==> config.mk <==
export PLATFORM = sky130hd
export DESIGN_NAME = flash_ecc_wrapper
export DESIGN_NICKNAME = d
export VERILOG_FILES = /design/src/rtl/flash_ecc_pkg.sv /design/src/rtl/ecc_encoder.sv /design/src/rtl/ecc_decoder.sv /design/src/rtl/check_store.sv /design/src/rtl/flash_ecc_wrapper.sv
export SDC_FILE = /design/constraint.sdc
export NUM_CORES = 1
export LEC_CHECK = 0
export ABC_AREA = 1
export CAP_MARGIN = 10
export CORE_ASPECT_RATIO = 1.25
export CORE_MARGIN = 1
export CORE_UTILIZATION = 50
export DETAILED_ROUTE_END_ITERATION = 8
export DONT_BUFFER_PORTS = 1
export PLACE_DENSITY = 0.71
export RECOVER_POWER = 100
export SETUP_SLACK_MARGIN = 0.05
export SKIP_CTS_REPAIR_TIMING = 1
export SLEW_MARGIN = 10
export SYNTH_ARGS = -nofsm -noshare
export SYNTH_HDL_FRONTEND = slang
export SYNTH_SLANG_ARGS = --single-unit
==> constraint.sdc <==
create_clock -name clk -period 2.5 [get_ports clk]
set_input_delay 0.125 -clock clk [delete_from_list [all_inputs] [get_ports clk]]
set_output_delay 0.125 -clock clk [all_outputs]
set_load 0.005 [all_outputs]
==> src/rtl/flash_ecc_pkg.sv <==
// Shared constants, command encoding and code functions for the flash ECC wrapper.
// Assumes 32-bit data words. The SEC-DED code places the data bits at the
// non-power-of-two positions 3..38 of a Hamming codeword.
package flash_ecc_pkg;

    localparam int DATA_W = 32;
    localparam int HAM_W  = 6;
    localparam logic [7:0] CHK_ERASED = 8'hFF;

    typedef enum logic [1:0] {
        CMD_IDLE,
        CMD_ERASE,
        CMD_WRITE,
        CMD_READ
    } cmd_e;

    // Codeword position of data bit idx (the idx-th position that is not a power of two).
    function automatic logic [HAM_W-1:0] data_pos(input int idx);
        int seen;
        logic [HAM_W-1:0] res;
        seen = 0;
        res  = '0;
        for (int p = 3; p < 64; p++) begin
            if ((p & (p - 1)) != 0) begin
                if (seen == idx) res = HAM_W'(p);
                seen++;
            end
        end
        return res;
    endfunction

    // Hamming bits: XOR of the codeword positions of all set data bits.
    function automatic logic [HAM_W-1:0] ham_bits(input logic [DATA_W-1:0] d);
        logic [HAM_W-1:0] acc;
        acc = '0;
        for (int i = 0; i < DATA_W; i++) begin
            if (d[i]) acc = acc ^ data_pos(i);
        end
        return acc;
    endfunction

endpackage

==> src/rtl/ecc_encoder.sv <==
// Builds the 8-bit check code for one data word: Hamming bits in [5:0],
// overall parity in [6] (even over data and Hamming bits), and [7] = 0.
// Purely combinational; assumes the caller registers nothing here.
module ecc_encoder
    import flash_ecc_pkg::*;
(
    input  logic [DATA_W-1:0] data_i,
    output logic [7:0]        chk_o
);

    logic [HAM_W-1:0] ham;

    // Hamming bits and overall parity of the incoming word.
    always_comb begin
        ham   = ham_bits(data_i);
        chk_o = {1'b0, ^{data_i, ham}, ham};
    end

endmodule

==> src/rtl/ecc_decoder.sv <==
// Checks a fetched word against its stored code and repairs a single flipped
// data bit. An erased code (0xFF) bypasses checking. Assumes only one flag is
// meaningful per read; flags are qualified by the caller.
module ecc_decoder
    import flash_ecc_pkg::*;
(
    input  logic [DATA_W-1:0] raw_i,
    input  logic [7:0]        chk_i,
    output logic [DATA_W-1:0] data_o,
    output logic              corr_o,
    output logic              uncorr_o
);

    logic [HAM_W-1:0]  syn;
    logic              odd;
    logic [DATA_W-1:0] flip;

    // Syndrome and overall parity over data plus stored code.
    always_comb begin
        syn = ham_bits(raw_i) ^ chk_i[HAM_W-1:0];
        odd = ^{raw_i, chk_i[HAM_W:0]};
    end

    // One comparator per data bit selects the bit named by the syndrome.
    for (genvar i = 0; i < DATA_W; i++) begin : g_flip
        localparam logic [HAM_W-1:0] POS = data_pos(i);
        assign flip[i] = (syn == POS);
    end

    // Classify and repair.
    always_comb begin
        data_o   = raw_i;
        corr_o   = 1'b0;
        uncorr_o = 1'b0;
        if (chk_i != CHK_ERASED) begin
            if (odd) begin
                corr_o = 1'b1;
                data_o = raw_i ^ flip;
            end else if (syn != '0) begin
                uncorr_o = 1'b1;
            end
        end
    end

endmodule

==> src/rtl/check_store.sv <==
// Private array of check codes, one per data word, grouped in sectors.
// Models non-volatile cells, so it has no reset. An erase writes 0xFF to every
// code of one sector; program writes one code. Lookup is combinational.
// Assumes the caller never programs and erases in the same cycle.
module check_store #(
    parameter int WORDS        = 64,
    parameter int SECTOR_WORDS = 16,
    localparam int IDX_W       = $clog2(WORDS),
    localparam int SEC_W       = IDX_W - $clog2(SECTOR_WORDS)
) (
    input  logic             clk,
    input  logic             prog_en,
    input  logic [IDX_W-1:0] prog_idx,
    input  logic [7:0]       prog_val,
    input  logic             erase_en,
    input  logic [SEC_W-1:0] erase_sec,
    input  logic [IDX_W-1:0] look_idx,
    output logic [7:0]       look_val
);

    logic [7:0] cells [WORDS];

    // Sector erase or single-code program.
    always_ff @(posedge clk) begin
        for (int w = 0; w < WORDS; w++) begin
            if (erase_en && (w / SECTOR_WORDS) == int'(erase_sec)) begin
                cells[w] <= 8'hFF;
            end else if (prog_en && int'(prog_idx) == w) begin
                cells[w] <= prog_val;
            end
        end
    end

    // Lookup of the code addressed by the current command.
    assign look_val = cells[look_idx];

endmodule

==> src/rtl/flash_ecc_wrapper.sv <==
// Top of the flash ECC wrapper. Decodes one command per cycle (erase > write
// > read), keeps write-once check codes in a private store, and returns
// corrected read data one cycle after the request. Assumes the data store
// answers mem_rd with registered data on the next cycle.
module flash_ecc_wrapper
    import flash_ecc_pkg::*;
#(
    parameter int ADDR_W       = 8,
    parameter int SECTOR_WORDS = 16,
    localparam int IDX_W       = ADDR_W - 2,
    localparam int WORDS       = 1 << IDX_W,
    localparam int SEC_W       = IDX_W - $clog2(SECTOR_WORDS)
) (
    input  logic              clk,
    input  logic              rst_n,
    input  logic              cpu_wr,
    input  logic              cpu_rd,
    input  logic              cpu_erase,
    input  logic [ADDR_W-1:0] cpu_addr,
    input  logic [DATA_W-1:0] cpu_wdata,
    output logic [DATA_W-1:0] cpu_rdata,
    output logic              cpu_rvalid,
    output logic              cpu_corr,
    output logic              cpu_uncorr,
    output logic              cpu_wr_err,
    output logic              mem_wr,
    output logic              mem_rd,
    output logic              mem_erase,
    output logic [IDX_W-1:0]  mem_addr,
    output logic [SEC_W-1:0]  mem_sector,
    output logic [DATA_W-1:0] mem_wdata,
    input  logic [DATA_W-1:0] mem_rdata
);

    cmd_e              cmd;
    logic [IDX_W-1:0]  widx;
    logic [SEC_W-1:0]  sidx;
    logic [7:0]        look_val;
    logic [7:0]        enc_chk;
    logic              wr_ok;
    logic              rvalid_q;
    logic              wr_err_q;
    logic [7:0]        chk_q;
    logic              dec_corr;
    logic              dec_uncorr;

    assign widx = cpu_addr[ADDR_W-1:2];
    assign sidx = cpu_addr[ADDR_W-1 -: SEC_W];

    // Pick the single command served this cycle.
    always_comb begin
        if (cpu_erase)   cmd = CMD_ERASE;
        else if (cpu_wr) cmd = CMD_WRITE;
        else if (cpu_rd) cmd = CMD_READ;
        else             cmd = CMD_IDLE;
    end

    // A write goes ahead only when aligned and its code is still erased.
    assign wr_ok = (cmd == CMD_WRITE) && (cpu_addr[1:0] == 2'b00)
                   && (look_val == CHK_ERASED);

    ecc_encoder u_enc (
        .data_i (cpu_wdata),
        .chk_o  (enc_chk)
    );

    check_store #(
        .WORDS        (WORDS),
        .SECTOR_WORDS (SECTOR_WORDS)
    ) u_store (
        .clk       (clk),
        .prog_en   (wr_ok),
        .prog_idx  (widx),
        .prog_val  (enc_chk),
        .erase_en  (cmd == CMD_ERASE),
        .erase_sec (sidx),
        .look_idx  (widx),
        .look_val  (look_val)
    );

    // Data-store command outputs.
    assign mem_wr     = wr_ok;
    assign mem_rd     = (cmd == CMD_READ);
    assign mem_erase  = (cmd == CMD_ERASE);
    assign mem_addr   = widx;
    assign mem_sector = sidx;
    assign mem_wdata  = cpu_wdata;

    // Read-valid, refused-write flag and the code travelling with a read.
    always_ff @(posedge clk) begin
        if (!rst_n) begin
            rvalid_q <= 1'b0;
            wr_err_q <= 1'b0;
            chk_q    <= CHK_ERASED;
        end else begin
            rvalid_q <= (cmd == CMD_READ);
            wr_err_q <= (cmd == CMD_WRITE) && !wr_ok;
            if (cmd == CMD_READ) chk_q <= look_val;
        end
    end

    ecc_decoder u_dec (
        .raw_i    (mem_rdata),
        .chk_i    (chk_q),
        .data_o   (cpu_rdata),
        .corr_o   (dec_corr),
        .uncorr_o (dec_uncorr)
    );

    // Qualified read-side outputs.
    assign cpu_rvalid = rvalid_q;
    assign cpu_corr   = rvalid_q & dec_corr;
    assign cpu_uncorr = rvalid_q & dec_uncorr;
    assign cpu_wr_err = wr_err_q;

endmodule

Word level (Yosys, flattened, before mapping)
Memory sizes are Yosys's and may differ from the RTL's.
Index checks and enable logic that the tools add are counted.
{"block": "totals", "mem_count": 1, "in_bits": 77, "word_cells": 15179, "reg_bits": 10, "ram_bits": 512}
{"block": "classes", "n_addsub": 3520, "n_reduce_logical": 238, "mux": 7712, "n_eq_ne": 3575, "n_bitwise": 130}
{"memory": "u_store.cells", "depth": 64, "word_bits": 8, "rd": 1, "rd_ports_with_merged_regs": 0, "write_ports": 16, "line_no": "check_store.sv:21", "rtl": "logic [7:0] cells [WORDS];"}
{"op": "$mux W32", "count": 3586}
{"op": "$add A32 B2 Y32 const B", "count": 3520}
{"op": "$eq A32 B6 Y1 const B", "count": 1792}
{"op": "$eq A32 B5 Y1 const B", "count": 896}
{"op": "$eq A32 B4 Y1 const B", "count": 448}
{"op": "$mux W6", "count": 2158}
{"op": "$eq A32 B3 Y1 const B", "count": 224}
{"op": "$mux W5", "count": 960}
{"op": "$eq A32 B2 Y1 const B", "count": 112}
{"op": "$logic_not A32 Y1", "count": 112}
{"op": "$mux W4", "count": 448}
{"op": "$mux W8", "count": 112}
{"op": "$mux W3", "count": 192}
{"op": "$reduce_or A8 Y1", "count": 48}
{"op": "$xor A6 B6 Y6", "count": 63}
{"op": "$mux W1", "count": 253}
{"op": "$eq A6 B6 Y1 const B", "count": 38}
{"op": "$eq A6 B5 Y1 const B", "count": 31}
{"op": "$eq A6 B4 Y1 const B", "count": 15}
{"op": "$logic_and A1 B1 Y1", "count": 71}
{"op": "$or A1 B1 Y1", "count": 64}
{"op": "$eq A6 B3 Y1 const B", "count": 7}
{"op": "$reduce_xor A39 Y1", "count": 1}
{"op": "$reduce_xor A38 Y1", "count": 1}
{"op": "other kinds (15)", "count": 23}

Longest topological paths before layout
{"block": "logic_depth", "ltp_word": 182, "depth_mapped": 21}

By module
From an unflattened synthesis, not the netlist that was laid out.
{"block": "hier_totals", "cells_unflattened": 3511, "hier_area_um2": 28603.7}
{"mod": "check_store", "n_inst": 1, "cells_per_inst": 2525, "seq_area_each_um2": 15374.7, "area_per_inst_um2": 23630.2}
{"mod": "ecc_decoder", "n_inst": 1, "cells_per_inst": 549, "seq_area_each_um2": 0.0, "area_per_inst_um2": 2597.5}
{"mod": "ecc_encoder", "n_inst": 1, "cells_per_inst": 336, "seq_area_each_um2": 0.0, "area_per_inst_um2": 1647.8}
{"mod": "flash_ecc_wrapper", "n_inst": 1, "cells_per_inst": 101, "seq_area_each_um2": 200.2, "area_per_inst_um2": 728.2}

Least setup slack after synthesis
No wires, ideal clock.
{"block": "synth_timing", "path_type": "input-to-reg", "from": "input port cpu_addr[2]", "to": "memory u_store.cells[40][0] (enable)", "slack_ns": -0.127, "path_stages": 21, "t_required_ns": 2.171, "arrival_time_ns": 2.298, "n_path_buf": 4, "cell_sequence": "buf_4 -> inv_4 -> buf_4 -> buf_2 -> nand2_1 -> nand2_1 -> nand2_1 -> nand3_1 -> nand2_1 -> nand2_1 -> nor2_1 -> nor2_1 -> nor2_1 -> nand2_1 -> nand2_1 -> nor2_2 -> nand4_2 -> inv_1 -> buf_2 -> nand2_1 -> nand2_1"}
{"element": "from (decl)", "line_no": "flash_ecc_wrapper.sv:19", "rtl": "input logic [ADDR_W-1:0] cpu_addr,"}
{"element": "to (decl)", "line_no": "check_store.sv:21"}

Final worst setup path
{"block": "layout_timing", "from": "register chk_q[1]", "to": "output port cpu_rdata[29]"}
{"block": "layout_via", "elab_chain_len": 5, "word_cells_on_any_way": 7, "classes_between": "2 x eq/ne; 2 x mux; 2 x bitwise; 1 x reduce/logical"}
{"element": "from (decl)", "line_no": "flash_ecc_wrapper.sv:43", "rtl": "logic [7:0] chk_q;"}
{"element": "from (signal assigned)", "line_no": "flash_ecc_wrapper.sv:98", "rtl": "if (cmd == CMD_READ) chk_q <= look_val;"}
{"element": "$xor A6 B6 Y6"}
{"element": "$eq A6 B6 Y1"}
{"element": "$xor A32 B32 Y32"}
{"element": "$mux W32"}
{"element": "$mux W32 (*)"}
{"element": "to (decl)", "line_no": "flash_ecc_wrapper.sv:21", "rtl": "output logic [DATA_W-1:0] cpu_rdata,"}
Every way passes the cells marked *; elsewhere a longest branch is shown, timed or not.

==> impl_metrics.ini <==
[setup_path]
r2r_cells = 17
start_kind = register
critPathArrivalTime_ns = 2.64
reg2reg_from = u_store.cells[32][7]
crit_fanout = 7
cp_slowest_cell = dfxtp_4
cp_cell_sequence = buf_6 > ha_4 > xor2_4 > xor2_1 > nand2_1 > nand2_2 > inv_2 > nand2_4 > nand2_8 > buf_6 > nand2_4 > nor2_1 > xor2_1
ff2ff_setup_slack_ns = -0.26
crit_type = reg -> out
endpoint_kind = output port
rr_endpoint = u_store.cells[33][2]
required_ns = 2.38
slowest_delay_ns = 0.37

[sta]
finClkSkew_ns = 0.0270
setup_violations = 961
finalCritPeriodShare_pct = 111
holdWs_ns = 0.0874
rsz0062_at_grt = yes
worst_slack_ns = -0.265
hold_viol_final = 0
timing.fmax_ghz = 0.362
drv_slew = 0
slew_headroom_pct = 0.946
fin_crit_ns = 2.77
worstMarginPinSlew_ns = 1.48
tns_ns = -124.59

[worst_hold_path]
hold_path_end = u_store.cells[32][7]
worst_hold_startpoint = cpu_addr[0]
hp-class = in -> reg
holdPathStages = 5

[synth]
synth_commonest_cells = nand2_1, edfxtp_1, nor2_1
synthCells = 3409
ys_warn_count = 0
synth.most_common_cell = nand2_1
synth_edf_count = 511
syn_area_um2 = 28000
synth.distinct_cells = 32
synthArstFlopShare_pct = 0
netlist.area_leader.share_pct = 54.8
synth_ff_type = edfxtp_1
synth.avg_cell_area_um2 = 8.21
ys_seq_elements = 522
ys_seq_area_share_pct = 55.6
syn-num-nets = 3489
synth_area_leaders = edfxtp_1, nand2_1, nor2_1
yosysTopAreaCell = edfxtp_1

[detailed_routing]
ant_nets = 0
drt-met1-wl_mm = 29.7
drtPass1Iterations = 5
drt_iter0_drc = 2595
wirelength_mm = 81.1
route.met2.wl_mm = 40.2
drc = 0
viasPerCell = 5.45
wl_per_cell_um = 19.1
top_layer = met4
wl_met3_mm = 6.75
vias = 23174

[global_routing]
antenna_found_initial = 0
grt_pass1_wl_mm = 119
grt_usage_pct = 27.8
grt_max_degree = 188
gr-total-overflow = 0
grt_pass1_vias = 21447

[clock_tree]
clk_pin_slew_ns = 0.07
tritoncts = built
cts_buffers = 49
clk_path_buf_depth = 3
root_buffer = clkbuf_16
clkSinkCount = 522
clock_latency_ns = 0.59
cts.htree.levels = 2

[floorplanning]
start_util_pct = 50.8
die_x_um = 214
ioPinCount = 156
dieHeight_um = 267
core_area_um2 = 55100
rows = 96
die-area_um2 = 56900

[placed_design]
dp_hpwl_mm = 53.6
io_buffers = 0
post_dp_cell_area_um2 = 30100
globalplace.congestion = 0.968
dp.cells = 4128

[run_status]
violations = capacitance limit, setup timing
status = complete, but fails checks

[run]
cap_violations = 1

[layout]
syn2layout_area_growth_pct = 19.9
antenna_cells = 0
final_cell_area_um2 = 33600
nNetsFinal = 3559
fin_cells = 4251
drive_above_1_share_pct = 17.5

[power_and_ir_drop]
vdd_drop_max_mv = 0.629
p_leak_nw = 13.1
power_density_nw_per_um2 = 671
[through the flow]
stage	worst slack (ns)	power, mW	utilization (%)
global placement	-0.623	14.5	54.6
CTS	-0.592	21.8	57.5
global route	-0.362	23.2	60.9
floorplan	0.00510	12.6	-
detailed placement	-0.696	14.5	54.6
finish	-0.265	22.5	60.9
[cells in the final DEF (no fill, tap or decap), types with 35 or more instances in the layout]
cell type | Yosys | routed
nand2_1 | 1987 | 1806
buf_12 | 0 | 60
xnor2_1 | 61 | 58
nand2_2 | 1 | 117
edfxtp_1 | 511 | 511
nand3_1 | 126 | 119
inv_1 | 124 | 120
nand2_4 | 0 | 50
clkbuf_16 | 0 | 52
xor2_1 | 69 | 59
nor2_2 | 5 | 35
nor2_1 | 177 | 123
buf_4 | 53 | 118
nor2_4 | 38 | 62
[metal layers]
metal | vias up | GRT usage (%)
li1 | 10853 | -
met1 | 10902 | 33.9
met2 | 1150 | 48.1
met3 | 269 | 3.58
met4 | 0 | 14.0
met5 | - | 0
[cells by family after synthesis]
group | share of synthesized area (%)
adders and majority gates | 0.134
and+or+nand+nor | 33.9
buffers and inverters | 5.47
AOI/OAI and AO/OA | 0.827
xor gates and xnor gates | 4.07
DFF | 55.6
[critical path, delay by kind of cell, from the launching register on]
family	cells	cell delay [ns]
XOR/XNOR	3	0.58
AND/OR/NAND/NOR	6	0.54
flip-flops	1	0.37
buffers and inverters	3	0.34
adder cells (fa/ha/maj)	1	0.25
[area by class of cell]
class | instances | area [um^2]
clock buffer | 55 | 1250
clock inverter | 33 | 344
fill | 4451 | 21600
inverter | 137 | 544
multi-input combinational | 2549 | 12300
sequential | 522 | 15600
tap | 735 | 920
timing repair buffer | 219 | 2570
timing repair inverter | 1 | 30.0
[report_power, final]
group	switching (mW)	internal, mW	total [mW]
clock network	3.28	4.22	7.51
registers	0.0361	9.63	9.67
logic	3.80	1.55	5.34
total	7.12	15.4	22.5
[worst max path at each step]
stage | from | endpoint | depth (start not counted)
CTS | chk_q[5] | cpu_rdata[13] | 11
global placement | cpu_addr[2] | u_store.cells[41][5] | 20
finish | chk_q[1] | cpu_rdata[29] | 13
floorplan | cpu_addr[2] | u_store.cells[56][0] | 21
global route | u_store.cells[40][3] | u_store.cells[26][7] | 20
detailed placement | cpu_addr[2] | u_store.cells[41][1] | 19
[flip-flops by register name, summed over array words and instances (netlist names)]
| register | cells |
|---|---|
| chk_q | 8 |
| u_store.cells | 512 |
| cpu_rvalid | 1 |
| cpu_wr_err | 1 |
(Power assumes the default switching activity.)
